### src/rtl/dfc_pkg.sv
package dfc_pkg;

  typedef enum logic [3:0] {
    SQ_READ, SQ_UNL1, SQ_UNL2, SQ_PROG,
    SQ_ER1, SQ_ER2, SQ_ER3,
    SQ_BYP, SQ_BPROG, SQ_BEXIT
  } seq_e;

  typedef enum logic [1:0] {OP_PROG, OP_SECT, OP_BULK} op_e;

  localparam logic [7:0] K_UNL_A   = 8'hAA;
  localparam logic [7:0] K_UNL_B   = 8'h55;
  localparam logic [7:0] K_PROG    = 8'hA0;
  localparam logic [7:0] K_ERASE   = 8'h80;
  localparam logic [7:0] K_SECT    = 8'h30;
  localparam logic [7:0] K_BULK    = 8'h10;
  localparam logic [7:0] K_BYP_IN  = 8'h20;
  localparam logic [7:0] K_BYP_OUT = 8'h90;
  localparam logic [7:0] K_BYP_END = 8'h00;
  localparam logic [7:0] K_RESET   = 8'hF0;
  localparam logic [7:0] K_STATUS  = 8'h08;

endpackage

### src/rtl/dfc_seq.sv
module dfc_seq
  import dfc_pkg::*;
#(
  parameter int NSECT   = 8,
  parameter int SW_BITS = 2,
  parameter int OFF_W   = 12,
  parameter int DW      = 8,
  parameter bit WIDE16  = 1'b0
) (
  input  logic             clk,
  input  logic             rst_n,
  input  logic             wr_en,
  input  logic             busy,
  input  logic [OFF_W-1:0] off,
  input  logic [DW-1:0]    wdata,
  input  logic [NSECT-1:0] prot,
  output logic             start,
  output op_e              op
);
  localparam int SB = $clog2(NSECT);
  localparam logic [OFF_W-1:0] OFS_A = WIDE16 ? OFF_W'(12'h555) : OFF_W'(12'hAAA);
  localparam logic [OFF_W-1:0] OFS_B = WIDE16 ? OFF_W'(12'h2AA) : OFF_W'(12'h555);

  seq_e st_q, st_d;
  logic at_a, at_b, hit_prot;

  assign at_a     = (off == OFS_A);
  assign at_b     = (off == OFS_B);
  assign hit_prot = prot[off[SW_BITS +: SB]];

  function automatic logic is_k(input logic [DW-1:0] d, input logic [7:0] k);
    return d == DW'(k);
  endfunction

  always_comb begin
    st_d  = st_q;
    start = 1'b0;
    op    = OP_PROG;
    if (wr_en && !busy) begin
      if (is_k(wdata, K_RESET)) begin
        st_d = SQ_READ;
      end else begin
        unique case (st_q)
          SQ_READ: st_d = (at_a && is_k(wdata, K_UNL_A)) ? SQ_UNL1 : SQ_READ;
          SQ_UNL1: st_d = (at_b && is_k(wdata, K_UNL_B)) ? SQ_UNL2 : SQ_READ;
          SQ_UNL2: begin
            if (at_a && is_k(wdata, K_PROG))        st_d = SQ_PROG;
            else if (at_a && is_k(wdata, K_ERASE))  st_d = SQ_ER1;
            else if (at_a && is_k(wdata, K_BYP_IN)) st_d = SQ_BYP;
            else                                    st_d = SQ_READ;
          end
          SQ_PROG: begin
            st_d  = SQ_READ;
            start = !hit_prot;
          end
          SQ_ER1: st_d = (at_a && is_k(wdata, K_UNL_A)) ? SQ_ER2 : SQ_READ;
          SQ_ER2: st_d = (at_b && is_k(wdata, K_UNL_B)) ? SQ_ER3 : SQ_READ;
          SQ_ER3: begin
            st_d = SQ_READ;
            if (is_k(wdata, K_SECT)) begin
              start = !hit_prot;
              op    = OP_SECT;
            end else if (at_a && is_k(wdata, K_BULK)) begin
              start = |(~prot);
              op    = OP_BULK;
            end
          end
          SQ_BYP: begin
            if (is_k(wdata, K_PROG))         st_d = SQ_BPROG;
            else if (is_k(wdata, K_BYP_OUT)) st_d = SQ_BEXIT;
            else                             st_d = SQ_READ;
          end
          SQ_BPROG: begin
            st_d  = SQ_BYP;
            start = !hit_prot;
          end
          SQ_BEXIT: st_d = SQ_READ;
          default:  st_d = SQ_READ;
        endcase
      end
    end
  end

  always_ff @(posedge clk) begin
    if (!rst_n) st_q <= SQ_READ;
    else        st_q <= st_d;
  end

endmodule

### src/rtl/dfc_bank.sv
module dfc_bank
  import dfc_pkg::*;
#(
  parameter int NSECT     = 8,
  parameter int SW_BITS   = 2,
  parameter int DW        = 8,
  parameter int PROG_CYC  = 8,
  parameter int ERASE_CYC = 32
) (
  input  logic                        clk,
  input  logic                        rst_n,
  input  logic                        start,
  input  op_e                         op,
  input  logic [$clog2(NSECT)+SW_BITS-1:0] cell_off,
  input  logic [DW-1:0]               wdata,
  input  logic [NSECT-1:0]            prot,
  output logic                        busy,
  output logic [DW-1:0]               rd_data
);
  localparam int SB   = $clog2(NSECT);
  localparam int NW   = NSECT << SW_BITS;
  localparam int MAXC = (PROG_CYC > ERASE_CYC) ? PROG_CYC : ERASE_CYC;
  localparam int CW   = $clog2(MAXC);

  logic [DW-1:0]       mem [NW];
  logic [CW-1:0]       cnt_q;
  op_e                 op_q;
  logic [SB+SW_BITS-1:0] idx_q;
  logic [DW-1:0]       data_q;
  logic [NSECT-1:0]    keep_q;

  assign rd_data = mem[cell_off];

  always_ff @(posedge clk) begin
    if (!rst_n) begin
      busy   <= 1'b0;
      cnt_q  <= '0;
      op_q   <= OP_PROG;
      idx_q  <= '0;
      data_q <= '0;
      keep_q <= '0;
      for (int i = 0; i < NW; i++) mem[i] <= '1;
    end else if (start && !busy) begin
      busy   <= 1'b1;
      op_q   <= op;
      idx_q  <= cell_off;
      data_q <= wdata;
      keep_q <= prot;
      cnt_q  <= (op == OP_PROG) ? CW'(PROG_CYC - 1) : CW'(ERASE_CYC - 1);
    end else if (busy) begin
      if (cnt_q == '0) begin
        busy <= 1'b0;
        unique case (op_q)
          OP_PROG: mem[idx_q] <= mem[idx_q] & data_q;
          OP_SECT: begin
            for (int w = 0; w < (1 << SW_BITS); w++)
              mem[{idx_q[SW_BITS +: SB], SW_BITS'(w)}] <= '1;
          end
          default: begin
            for (int i = 0; i < NW; i++)
              if (!keep_q[i >> SW_BITS]) mem[i] <= '1;
          end
        endcase
      end else begin
        cnt_q <= cnt_q - 1'b1;
      end
    end
  end

endmodule

### src/rtl/dual_flash_ctl.sv
module dual_flash_ctl
  import dfc_pkg::*;
#(
  parameter bit WIDE16     = 1'b0,
  parameter int MAIN_SECT  = 8,
  parameter int AUX_SECT   = 4,
  parameter int SECT_WORDS = 4,
  parameter int OFF_W      = 12,
  parameter int PROG_CYC   = 8,
  parameter int ERASE_CYC  = 32,
  localparam int DW        = WIDE16 ? 16 : 8,
  localparam int NPROT     = MAIN_SECT + AUX_SECT
) (
  input  logic               clk,
  input  logic               rst_n,
  input  logic               req_valid,
  output logic               req_ready,
  input  logic               req_write,
  input  logic [OFF_W:0]     req_addr,
  input  logic [DW-1:0]      req_wdata,
  output logic               rsp_valid,
  output logic [DW-1:0]      rsp_data,
  input  logic [NPROT-1:0]   prot_mask,
  output logic               rdy,
  output logic               viol
);
  localparam int SW_BITS = $clog2(SECT_WORDS);

  logic [1:0]    busy_v;
  logic [DW-1:0] rd_arr [2];
  logic          sel, rd_go;

  assign req_ready = 1'b1;
  assign sel       = req_addr[OFF_W];
  assign rd_go     = req_valid && !req_write;
  assign rdy       = ~|busy_v;

  for (genvar g = 0; g < 2; g++) begin : g_arr
    localparam int NS   = (g == 0) ? MAIN_SECT : AUX_SECT;
    localparam int BASE = (g == 0) ? 0 : MAIN_SECT;
    localparam int SB   = $clog2(NS);
    logic wr_en, start;
    op_e  op;

    assign wr_en = req_valid && req_write && (sel == 1'(g));

    dfc_seq #(.NSECT(NS), .SW_BITS(SW_BITS), .OFF_W(OFF_W), .DW(DW), .WIDE16(WIDE16)) u_seq (
      .clk(clk), .rst_n(rst_n), .wr_en(wr_en), .busy(busy_v[g]),
      .off(req_addr[OFF_W-1:0]), .wdata(req_wdata), .prot(prot_mask[BASE +: NS]),
      .start(start), .op(op)
    );

    dfc_bank #(.NSECT(NS), .SW_BITS(SW_BITS), .DW(DW),
               .PROG_CYC(PROG_CYC), .ERASE_CYC(ERASE_CYC)) u_bank (
      .clk(clk), .rst_n(rst_n), .start(start), .op(op),
      .cell_off(req_addr[SB+SW_BITS-1:0]), .wdata(req_wdata),
      .prot(prot_mask[BASE +: NS]), .busy(busy_v[g]), .rd_data(rd_arr[g])
    );
  end

  always_ff @(posedge clk) begin
    if (!rst_n) begin
      rsp_valid <= 1'b0;
      rsp_data  <= '0;
      viol      <= 1'b0;
    end else begin
      rsp_valid <= rd_go;
      if (rd_go) rsp_data <= busy_v[sel] ? DW'(K_STATUS) : rd_arr[sel];
      if (rd_go && busy_v[sel]) viol <= 1'b1;
    end
  end

endmodule

### config.mk
export PLATFORM = sky130hd
export DESIGN_NAME = dual_flash_ctl
export DESIGN_NICKNAME = d
export VERILOG_FILES = /design/src/rtl/dfc_pkg.sv /design/src/rtl/dfc_seq.sv /design/src/rtl/dfc_bank.sv /design/src/rtl/dual_flash_ctl.sv
export SDC_FILE = /design/constraint.sdc
export NUM_CORES = 1
export LEC_CHECK = 0
export ABC_AREA = 0
export BUFFER_PORTS_ARGS = -buffer_cell sky130_fd_sc_hd__buf_2
export CORE_ASPECT_RATIO = 0.5
export CORE_UTILIZATION = 28
export CTS_CLUSTER_SIZE = 40
export DETAILED_ROUTE_END_ITERATION = 10
export HOLD_SLACK_MARGIN = 0.1
export PLACE_DENSITY = 0.51
export REMOVE_ABC_BUFFERS = 1
export SYNTH_ARGS = -nofsm -noshare
export SYNTH_HDL_FRONTEND = slang
export SYNTH_SLANG_ARGS = --single-unit
### constraint.sdc
create_clock -name clk -period 2.9 [get_ports clk]
set_input_delay 0.145 -clock clk [delete_from_list [all_inputs] [get_ports clk]]
set_output_delay 0.145 -clock clk [all_outputs]
set_load 0.1 [all_outputs]
==> run metrics, run 1 <==
Syn Inst Count=2,100; TritonCTS clock tree=yes; H-tree depth=2; Logic pwr share=0.059; Internal=about 11 mW; largest net degree at the start of global routing=40; die width=403 µm; Main synth FF type=dfxtp_1; GRT Total Usage=0.190; # IOs=49; Cell Rows=73; Longest Clk Path Bufs=3; Post-Place Worst Slack=-0.425 ns; initial drt markers=about 1.5k; Root Driver=clkbuf_16; die area=81,700 µm²; Yosys top cell area share=0.412; final hold viol count=0; CP Launch Type=flip-flop; post-synth cell types=73; fmax=around 370 MHz; critical path endpoint category=flip-flop; number of flops mapped to enable cells by yosys=0; clock share of power=0.484; grt total ovfl=0; Reg area=between 9000 and 10,000 µm²; syn avg cell area=between 10 and 15 µm²; crit-path cells=buf_12 > mux4_2 > a22o_1 > nor4_4 > nor4b_4 > buf_4 > o22a_1; cell taking the most area after synthesis=dfxtp_1; fillcell total=between 7k and 8k; first-pass GRT wire length=~120,000 µm; DP HPWL=approximately 55,000 µm; CP Data Required Time=~3.4 ns; Worst Max-Slew Pin Slew=between 1 and 1.5 ns; Clock Latency Late Sink=approximately 0.6 ns; TritonCTS Buffers=49; hold slack=about 0.14 ns; Sink Count=approximately 460; switching share of power=0.241; largest cells by area after synthesis=dfxtp_1, mux4_2, o22a_1; Core ar.=a little under 80,000 µm²; Flop pwr share=0.457; RSZ-0062 raised after global routing=false; total detailed-routing wirelength=slightly below 80,000 µm; final period utilization=0.942; Worst-path clk slew=0.07 ns; crit-path max cell delay=approximately 0.52 ns; Worst Hold Class=in2reg; crit path time final=~2.7 ns; slowest CP cell=mux4_2; Seq/Total Area, Yosys=0.412; Post-synth top cells=dfxtp_1, o22a_1, mux4_2, a21oi_1, nor3_1; VDD IR max=~0.00035 V; fin worst setup slack=about 0.17 ns; critical path type=reg2reg; most instantiated library cell after synthesis=dfxtp_1; Total Power=between 10 and 15 mW; DR WL/cell=between 20 and 25 µm; area delta synth->final=20.1%; CP max FO=24; Slew headroom=0.291; number of global-route vias before repair=18.1k; DR DRC count=0; Power Density=approximately 520 nW/µm²; port bufs=47; Max Slew Vio Count=0; Lkg Pwr=~8.5 nW; reg2reg setup slack=0.17 ns; final core utilization=0.340; Arr. time, crit path=around 3.2 ns; NumNets Final=2,257; drt first pass iters=6; Syn Std Cell Area=approximately 23,000 µm²; Psw=roughly 3.4 mW; Final Skew=approximately 0.038 ns; Final ANT Viol Nets=0; Post-synth ARST share=0; via count=between 15k and 20k; antenna violations before repair=3; setup tns final=0 ns; # Max-Cap Violations=0; fraction of layout cells with a size suffix above 1=0.232; Starting Density=0.283; Die H=roughly 200 µm; outcome=finished clean; Final setup viols=0; Via density=about 5.6; FF+latch count, synth=464; Yosys warnings=0; RD Place Congestion=around 0.91; Multi-input gate area=12,500 µm²
## sequential cells by signal (all words and copies together) (netlist names), named ones only
signal               count
g_arr.u_bank.data_q     16
g_arr.u_bank.keep_q     12
g_arr.u_bank.mem       384
g_arr.u_seq.st_q         8
rsp_data                 8
g_arr.u_bank.idx_q       9
g_arr.u_bank.cnt_q      10
g_arr.u_bank.op_q        4
rsp_valid                1
viol                     1
g_arr.u_bank.busy        2
## placed cells by master (no fill, tap or decap), drive strengths merged, types with 10 or more instances in the layout
| master | count |
|---|---|
| mux4 | 182 |
| nor2b | 22 |
| nor4 | 13 |
| nand4 | 17 |
| nand2 | 127 |
| o22ai | 24 |
| nor2 | 55 |
| o311ai | 21 |
| clkinv | 10 |
| a21oi | 168 |
| dlygate4sd3 | 30 |
| a22oi | 26 |
| o22a | 256 |
| nor3 | 159 |
| nand2b | 10 |
| mux2i | 73 |
| o211ai | 13 |
| a31oi | 13 |
| dfxtp | 464 |
| o21a | 10 |
| and3 | 20 |
| nand3b | 11 |
| nand3 | 31 |
| inv | 17 |
| buf | 221 |
| clkbuf | 68 |
| nor4b | 11 |
| o21ai | 55 |
## repair_timing
item / 4_1_cts / 5_1_grt
setup buffers: 3 / 7
hold endpoints to repair: 43 / 0
hold buffers: 30 / 0
pin swaps: 1 / 3
gates resized for setup: 4 / 5
setup endpoints to repair: 112 / 118
## path summary, 6_finish.rpt
kind                                           startpoint                        end  depth (start not counted)
worst max register to register                  flip-flop  g_arr[0].u_bank.mem[5][3]                          7
worst max-delay path                            flip-flop  g_arr[0].u_bank.mem[5][3]                          7
worst min register to register  g_arr[1].u_bank.keep_q[1]  g_arr[1].u_bank.keep_q[1]                          2
worst min-delay path                         req_addr[10]     g_arr[1].u_seq.st_q[2]                          5
## layout make-up
type                    count  area share
diodes                      2    0.000185
clock buffers              68      0.0528
clock inverters            20      0.0102
inverters                  16     0.00222
multi-input cells        1435       0.463
flip-flops and latches    464       0.343
well taps                1087      0.0502
repair buffers            251      0.0777
## cell families after synthesis
kind of cell | after synthesis | synth area share
xor+xnor | 7 | 0.00272
mux | 260 | 0.217
simple gates | 532 | 0.127
flops | 464 | 0.412
fa+ha+maj | 3 | 0.00167
compound gates | 632 | 0.202
other cells | 1 | 0.000166
buf+inv | 201 | 0.0381
## per-layer routing
layer  up-vias  part of all wire  wire (µm)  track usage
met2       609              0.45      35400        0.299
met1      9527              0.46      36300        0.266
met3       123             0.063       5000       0.0322
met5         -                 0          0            0
met4         0             0.029       2310       0.0558
li1       8558                 -          -            -
## worst max-delay path: cells and delay by family (launching register included)
kind	cells	cell delay, ns
AND/OR/NAND/NOR	2	0.58
buffers and inverters	2	0.51
multiplexers	1	0.52
AO/OA/AOI/OAI	2	0.52
flip-flops	1	0.48
## power groups by stage
stage          clock network (mW)  logic (mW)  registers, mW
6_report                     6.77       0.832           6.40
5_1_grt                      7.17       0.867           6.39
2_1_floorplan                   0       0.259           6.62
3_5_place_dp                    0       0.795           6.54
4_1_cts                      6.88       0.825           6.40
3_3_place_gp                    0       0.797           6.54
## per-stage QoR
| stage | cell area, µm² | instances |
|---|---|---|
| after floorplan | 21700 | 1915 |
| after global placement | 24900 | 3213 |
| after detailed placement | 24900 | 3213 |
| after CTS | 27000 | 3334 |
| after global routing | 27100 | 3341 |
| final | 27100 | 3343 |
Power figures use the tool's default switching activity.
==> run 2: changes to the inputs <==
--- a/config.mk
+++ b/config.mk
@@ -11,8 +11,8 @@
 export CORE_UTILIZATION = 28
 export CTS_CLUSTER_SIZE = 40
 export DETAILED_ROUTE_END_ITERATION = 10
-export HOLD_SLACK_MARGIN = 0.1
 export PLACE_DENSITY = 0.51
+export RECOVER_POWER = 50
 export REMOVE_ABC_BUFFERS = 1
 export SYNTH_ARGS = -nofsm -noshare
 export SYNTH_HDL_FRONTEND = slang
==> run 2 against run 1 <==
  * Hold slack got worse by 0.11 ns
  * Critical path depth fell by 1
  * Sequential power barely moved
  * Global-route usage barely moved
  * Die area did not move
  * Clock skew fell by 0.00056 ns
  * Flip-flop and latch count did not move
  * Largest cell class unchanged
==> run metrics, run 2 (synthesis results as in run 1) <==
outcome=finished clean; TritonCTS clock tree=yes; critical path endpoint category=flip-flop; Max Slew Vio Count=0; die width=403 µm; Worst Max-Slew Pin Slew=roughly 1.3 ns; biggest regs=g_arr.u_bank.mem: 384 flops, g_arr.u_bank.data_q: 16 flops, g_arr.u_bank.keep_q: 12 flops; slowest CP cell=or4bb_1; Internal=10.6 mW; Largest Register=g_arr.u_bank.mem; NumNets Final=between 2k and 2.5k; Arr. time, crit path=3.29 ns; Sink Count=~460; clock share of power=0.484; DR WL/cell=approximately 24 µm; CP Buf/Inv Count=2; Final ANT Viol Nets=0; Worst Hold Class=in2reg; CP most frequent cell=clkbuf_2; TritonCTS Buffers=just under 50; worst hold endpoint=g_arr[1].u_bank.data_q[0]; initial drt markers=between 1.5k and 2k; number of global-route vias before repair=between 15k and 20k; Longest Clk Path Bufs=3; Psw=3.38 mW; final hold viol count=0; critical path type=reg2reg; Logic pwr share=0.059; fillcell total=approximately 8k; Starting Density=0.283; R2R cell count=6; largest net degree at the start of global routing=40; crit-path cells=or4bb_1 > nor4_1 > o21ai_1 > clkbuf_2 > o311ai_0 > clkbuf_2; port bufs=47; CP max FO=23; fmax=~360 MHz; fraction of layout cells with a size suffix above 1=0.224; Die H=a little over 200 µm; # Max-Cap Violations=0; Clock Latency Late Sink=between 0.6 and 0.7 ns; # IOs=49; CP Data Required Time=between 3 and 4 ns; Cell Rows=73; total detailed-routing wirelength=78,900 µm; H-tree depth=2; switching share of power=0.241; Flop pwr share=0.457; RSZ-0062 raised after global routing=false; via count=between 15k and 20k; Slew headroom=0.124; CP Launch Type=flip-flop; critical path's top delay family=simple AND/OR/NAND/NOR gates; DR DRC count=0; most frequent cells in the layout=dfxtp_1, o22a_1, mux4_2, a21oi_1, nor3_1; setup tns final=0 ns; Root Driver=clkbuf_16; crit path time final=~2.8 ns; crit-path max cell delay=between 0.5 and 0.6 ns; die area=slightly above 80,000 µm²; Power Density=519 nW/µm²; Via density=between 5 and 6; VDD IR max=between 0.0003 and 0.0004 V; Final setup viols=0; GRT Total Usage=0.190; RD Place Congestion=about 0.91; first-pass GRT wire length=119,000 µm; Final Skew=~0.037 ns; Hold Path Depth=3; max FFs per register=between 300 and 400; Lkg Pwr=approximately 8.4 nW; R2R Path Start=g_arr[0].u_seq.st_q[1]; area delta synth->final=19.5%; hold path startpoint=req_wdata[0]; most common cell after layout, fill and taps aside=dfxtp_1; Core ar.=79,600 µm²; hold slack=0.0331 ns; antenna violations before repair=3; drt first pass iters=9; DP HPWL=roughly 55,000 µm; final period utilization=0.955; Worst-path clk slew=0.06 ns; grt total ovfl=0; reg2reg setup slack=about 0.13 ns
## run 2: cell count changes in the layout (fill, tap and decap cells not counted), sizes merged
cell,before,now
buf,221,198
diode,2,1
clkbuf,68,91
dlygate4sd3,30,24
## run 2: how the worst max path moves through the flow
stage / from / end / slack (ns) / cells after the start
floorplan: flip-flop / g_arr[0].u_bank.mem[5][5] / -2.43 / 5
global placement: flip-flop / g_arr[0].u_bank.mem[5][3] / -0.40 / 7
detailed placement: flip-flop / g_arr[0].u_bank.mem[5][3] / -0.42 / 7
CTS: flip-flop / g_arr[0].u_bank.mem[5][3] / 0.02 / 7
global route: g_arr[0].u_seq.st_q[1] / flip-flop / 0.04 / 6
finish: g_arr[0].u_seq.st_q[1] / flip-flop / 0.13 / 6
## run 2: metal layers
layer,track usage,vias up,wire length (µm)
met5,0,-,0
li1,-,8547,-
met4,0.0558,0,2220
met3,0.0322,124,4850
met1,0.266,9546,36400
met2,0.298,591,35500
## run 2: worst register-to-register path, delay by kind of cell (launching register included)
kind | cells | cell delay [ns]
AO/OA/AOI/OAI | 2 | 0.53
buffers and inverters | 2 | 0.56
flip-flops | 1 | 0.50
AND/OR/NAND/NOR | 2 | 1.08
## run 2: layout make-up
class	instances	area, µm²	area share
multi-input combinational	1435	12500	0.465
sequential	464	9300	0.345
timing repair buffer	245	1990	0.0740
clock buffer	68	1430	0.0531
tap	1087	1360	0.0505
clock inverter	20	277	0.0103
inverter	16	60.1	0.00223
antenna	1	2.50	0.0000929
## run 2: metrics by stage
step / power [mW] / instance area, µm² / instances / util / worst slack (ns)
floorplan: 6.88 / 21700 / 1915 / - / -2.43
finish: 14.0 / 26900 / 3336 / 0.339 / 0.131
global route: 14.4 / 26900 / 3335 / 0.339 / 0.0385
detailed placement: 7.34 / 24900 / 3213 / 0.313 / -0.425
CTS: 14.1 / 26900 / 3328 / 0.338 / 0.0185
global placement: 7.34 / 24900 / 3213 / 0.313 / -0.405
## run 2: power by group through the flow
stage / registers, mW / logic, mW / clock network (mW)
3_3_place_gp: 6.54 / 0.797 / 0
6_report: 6.40 / 0.822 / 6.77
2_1_floorplan: 6.62 / 0.259 / 0
4_1_cts: 6.40 / 0.820 / 6.88
3_5_place_dp: 6.54 / 0.795 / 0
5_1_grt: 6.40 / 0.855 / 7.17
## run 2: what timing repair did
action                     CTS  global route
pin swaps                    1             3
hold buffers                24             0
resized for setup            4             5
buffers inserted             3             7
hold endpoints to repair    28             0
cloned                       0             0
setup endpoints to repair  112           118
==> run 3: changes to the inputs <==
--- a/config.mk
+++ b/config.mk
@@ -11,9 +11,10 @@
 export CORE_UTILIZATION = 28
 export CTS_CLUSTER_SIZE = 40
 export DETAILED_ROUTE_END_ITERATION = 10
-export PLACE_DENSITY = 0.51
+export PLACE_DENSITY = 0.52
 export RECOVER_POWER = 50
 export REMOVE_ABC_BUFFERS = 1
+export SETUP_SLACK_MARGIN = 0.5
 export SYNTH_ARGS = -nofsm -noshare
 export SYNTH_HDL_FRONTEND = slang
 export SYNTH_SLANG_ARGS = --single-unit
==> constraint.sdc (replaced) <==
create_clock -name clk -period 2.3 [get_ports clk]
set_input_delay 0.23 -clock clk [delete_from_list [all_inputs] [get_ports clk]]
set_output_delay 0.23 -clock clk [all_outputs]
set_load 0.1 [all_outputs]
==> run 3 against run 2 <==
  * Die area unchanged
  * Critical path depth up 6
  * Design area increased by 16%
  * Flip-flop and latch count stayed put
  * Sequential power up 26%
  * Clock skew shrank 0.0079 ns
  * Clock-buffer cell count up 6
  * Maximum frequency increased by 11%
  * Sequential share of layout area fell by 4.7 points
  * The run now ends with negative setup slack left
  * Combinational power increased by 39%
  * Worst setup slack got worse by 0.32 ns
  * Global-route usage is 1.2 points higher
==> run metrics, run 3 (synthesis results as in run 1) <==
switching share of power=0.243; Final setup viols=270; # Max-Cap Violations=0; crit path time final=around 2.5 ns; die width=403 µm; Die H=around 200 µm; Worst-path clk slew=about 0.060 ns; Starting Density=0.283; most common cell after layout, fill and taps aside=dfxtp_1; fin worst setup slack=-0.193 ns; fillcell total=between 7k and 8k; Worst Hold Class=in2reg; max FFs per register=between 300 and 400; n_diodes=0; area delta synth->final=38.4%; Arr. time, crit path=between 2 and 3 ns; Multi-input gate area=between 10,000 and 15,000 µm²; RSZ-0062 raised after global routing=true; antenna violations before repair=1; total detailed-routing wirelength=approximately 87,000 µm; most frequent cells in the layout=dfxtp_1, o22a_1, buf_4, mux4_2, nor3_1; CP Data Required Time=between 2 and 3 ns; worst hold endpoint=g_arr[0].u_bank.keep_q[7]; port bufs=47; DP HPWL=about 57,000 µm; via count=roughly 20k; reg-to-reg endpoint=g_arr[0].u_bank.mem[5][0]; # IOs=slightly below 50; Internal=13.1 mW; R2R cell count=12; Final Skew=0.0296 ns; Logic pwr share=0.066; fraction of layout cells with a size suffix above 1=0.409; critical path endpoint category=flip-flop; CP Launch Type=flip-flop; DR DRC count=0; Sink Count=approximately 460; final period utilization=1.08; Cell Rows=between 70 and 80; Flop pwr share=0.466; Largest Register=g_arr.u_bank.mem; number of global-route vias before repair=19.1k; Core ar.=a little under 80,000 µm²; Slew headroom=0.147; outcome=complete, but fails checks; largest net degree at the start of global routing=38; grt total ovfl=0; RD Place Congestion=0.903; Hold Path Depth=4; hold path startpoint=prot_mask[7]; Lkg Pwr=~10 nW; reg2reg setup slack=-0.19 ns; H-tree depth=2; clock share of power=0.468; setup tns final=-24.87 ns; Psw=approximately 4.2 mW; Clock Latency Late Sink=~0.61 ns; NumNets Final=approximately 2.5k; initial drt markers=between 1.5k and 2k; final hold viol count=0; TritonCTS Buffers=48; Via density=about 5.7; fmax=between 400 and 500 MHz; Worst Max-Slew Pin Slew=about 1.3 ns; drt first pass iters=6; Max Slew Vio Count=0; CP max FO=8; first-pass GRT wire length=126,000 µm; Final ANT Viol Nets=0; Total Power=approximately 17 mW; VDD IR max=between 0.0004 and 0.0005 V; DR WL/cell=24.5 µm; TritonCTS clock tree=yes; GRT Total Usage=0.202; Power Density=between 500 and 600 nW/µm²; Root Driver=clkbuf_16; die area=about 82,000 µm²; final core utilization=0.392; biggest regs=g_arr.u_bank.mem: 384 flops, g_arr.u_bank.data_q: 16 flops, g_arr.u_bank.keep_q: 12 flops; critical path type=reg2reg; Reg area=between 9000 and 10,000 µm²; Longest Clk Path Bufs=3; failing checks=negative setup slack
[run 3: critical path, cell delays in order (launching register included)]
cell     delay (ns)
dfxtp_4        0.37
buf_12         0.12
buf_12         0.09
buf_8          0.12
buf_16         0.14
buf_6          0.10
mux4_2         0.49
o22ai_1        0.19
buf_4          0.18
nor4b_4        0.06
buf_6          0.16
buf_12         0.14
o22a_1         0.19
[run 3: per-stage QoR]
stage	cells	hold slack [ns]	setup slack, ns	area (µm²)
after floorplan	1915	0.337	-3.03	21700
after global placement	3339	0.452	-0.410	26400
after detailed placement	3339	0.450	-0.426	26400
after CTS	3504	0.0218	-0.189	30000
after global routing	3546	0.0561	-0.231	31200
final	3546	0.0531	-0.193	31200
[run 3: routing by layer]
layer,GRT usage,vias up,wire (µm)
met1,0.283,10400,38300
li1,-,8996,-
met4,0.0636,2,2750
met3,0.0336,157,6060
met5,0,-,13
met2,0.315,785,39800
[run 3: layout make-up]
cell class,count,share of cell area
inverters,16,0.00204
well taps,1087,0.0436
repair buffers,458,0.159
flip-flops and latches,464,0.298
clock inverters,12,0.00397
multi-input cells,1435,0.445
clock buffers,74,0.0478
[run 3: how the worst max path moves through the flow]
stage / start / endpoint / slack [ns]
after floorplan: flip-flop / g_arr[0].u_bank.mem[5][5] / -3.03
after global placement: req_wdata[0] / flip-flop / -0.41
after detailed placement: flip-flop / g_arr[0].u_bank.mem[5][0] / -0.43
after CTS: flip-flop / g_arr[0].u_bank.mem[2][6] / -0.19
after global routing: flip-flop / g_arr[0].u_bank.mem[5][0] / -0.23
final: flip-flop / g_arr[0].u_bank.mem[5][0] / -0.19
[run 3: what timing repair did]
action	CTS	global route
cloned	20	14
setup endpoints to repair	460	463
buffers inserted	55	28
hold buffers	4	0
endpoints found under the hold margin	4	0
pin swaps	72	77
resized for setup	244	260
[run 3: power by group through the flow]
stage / Clock (mW) / Sequential (mW) / Combinational, mW
after global routing: 8.57 / 8.06 / 1.19
after detailed placement: 0 / 8.25 / 1.09
after global placement: 0 / 8.25 / 1.09
final: 8.09 / 8.06 / 1.14
after floorplan: 0 / 8.34 / 0.326
after CTS: 8.20 / 8.06 / 1.11
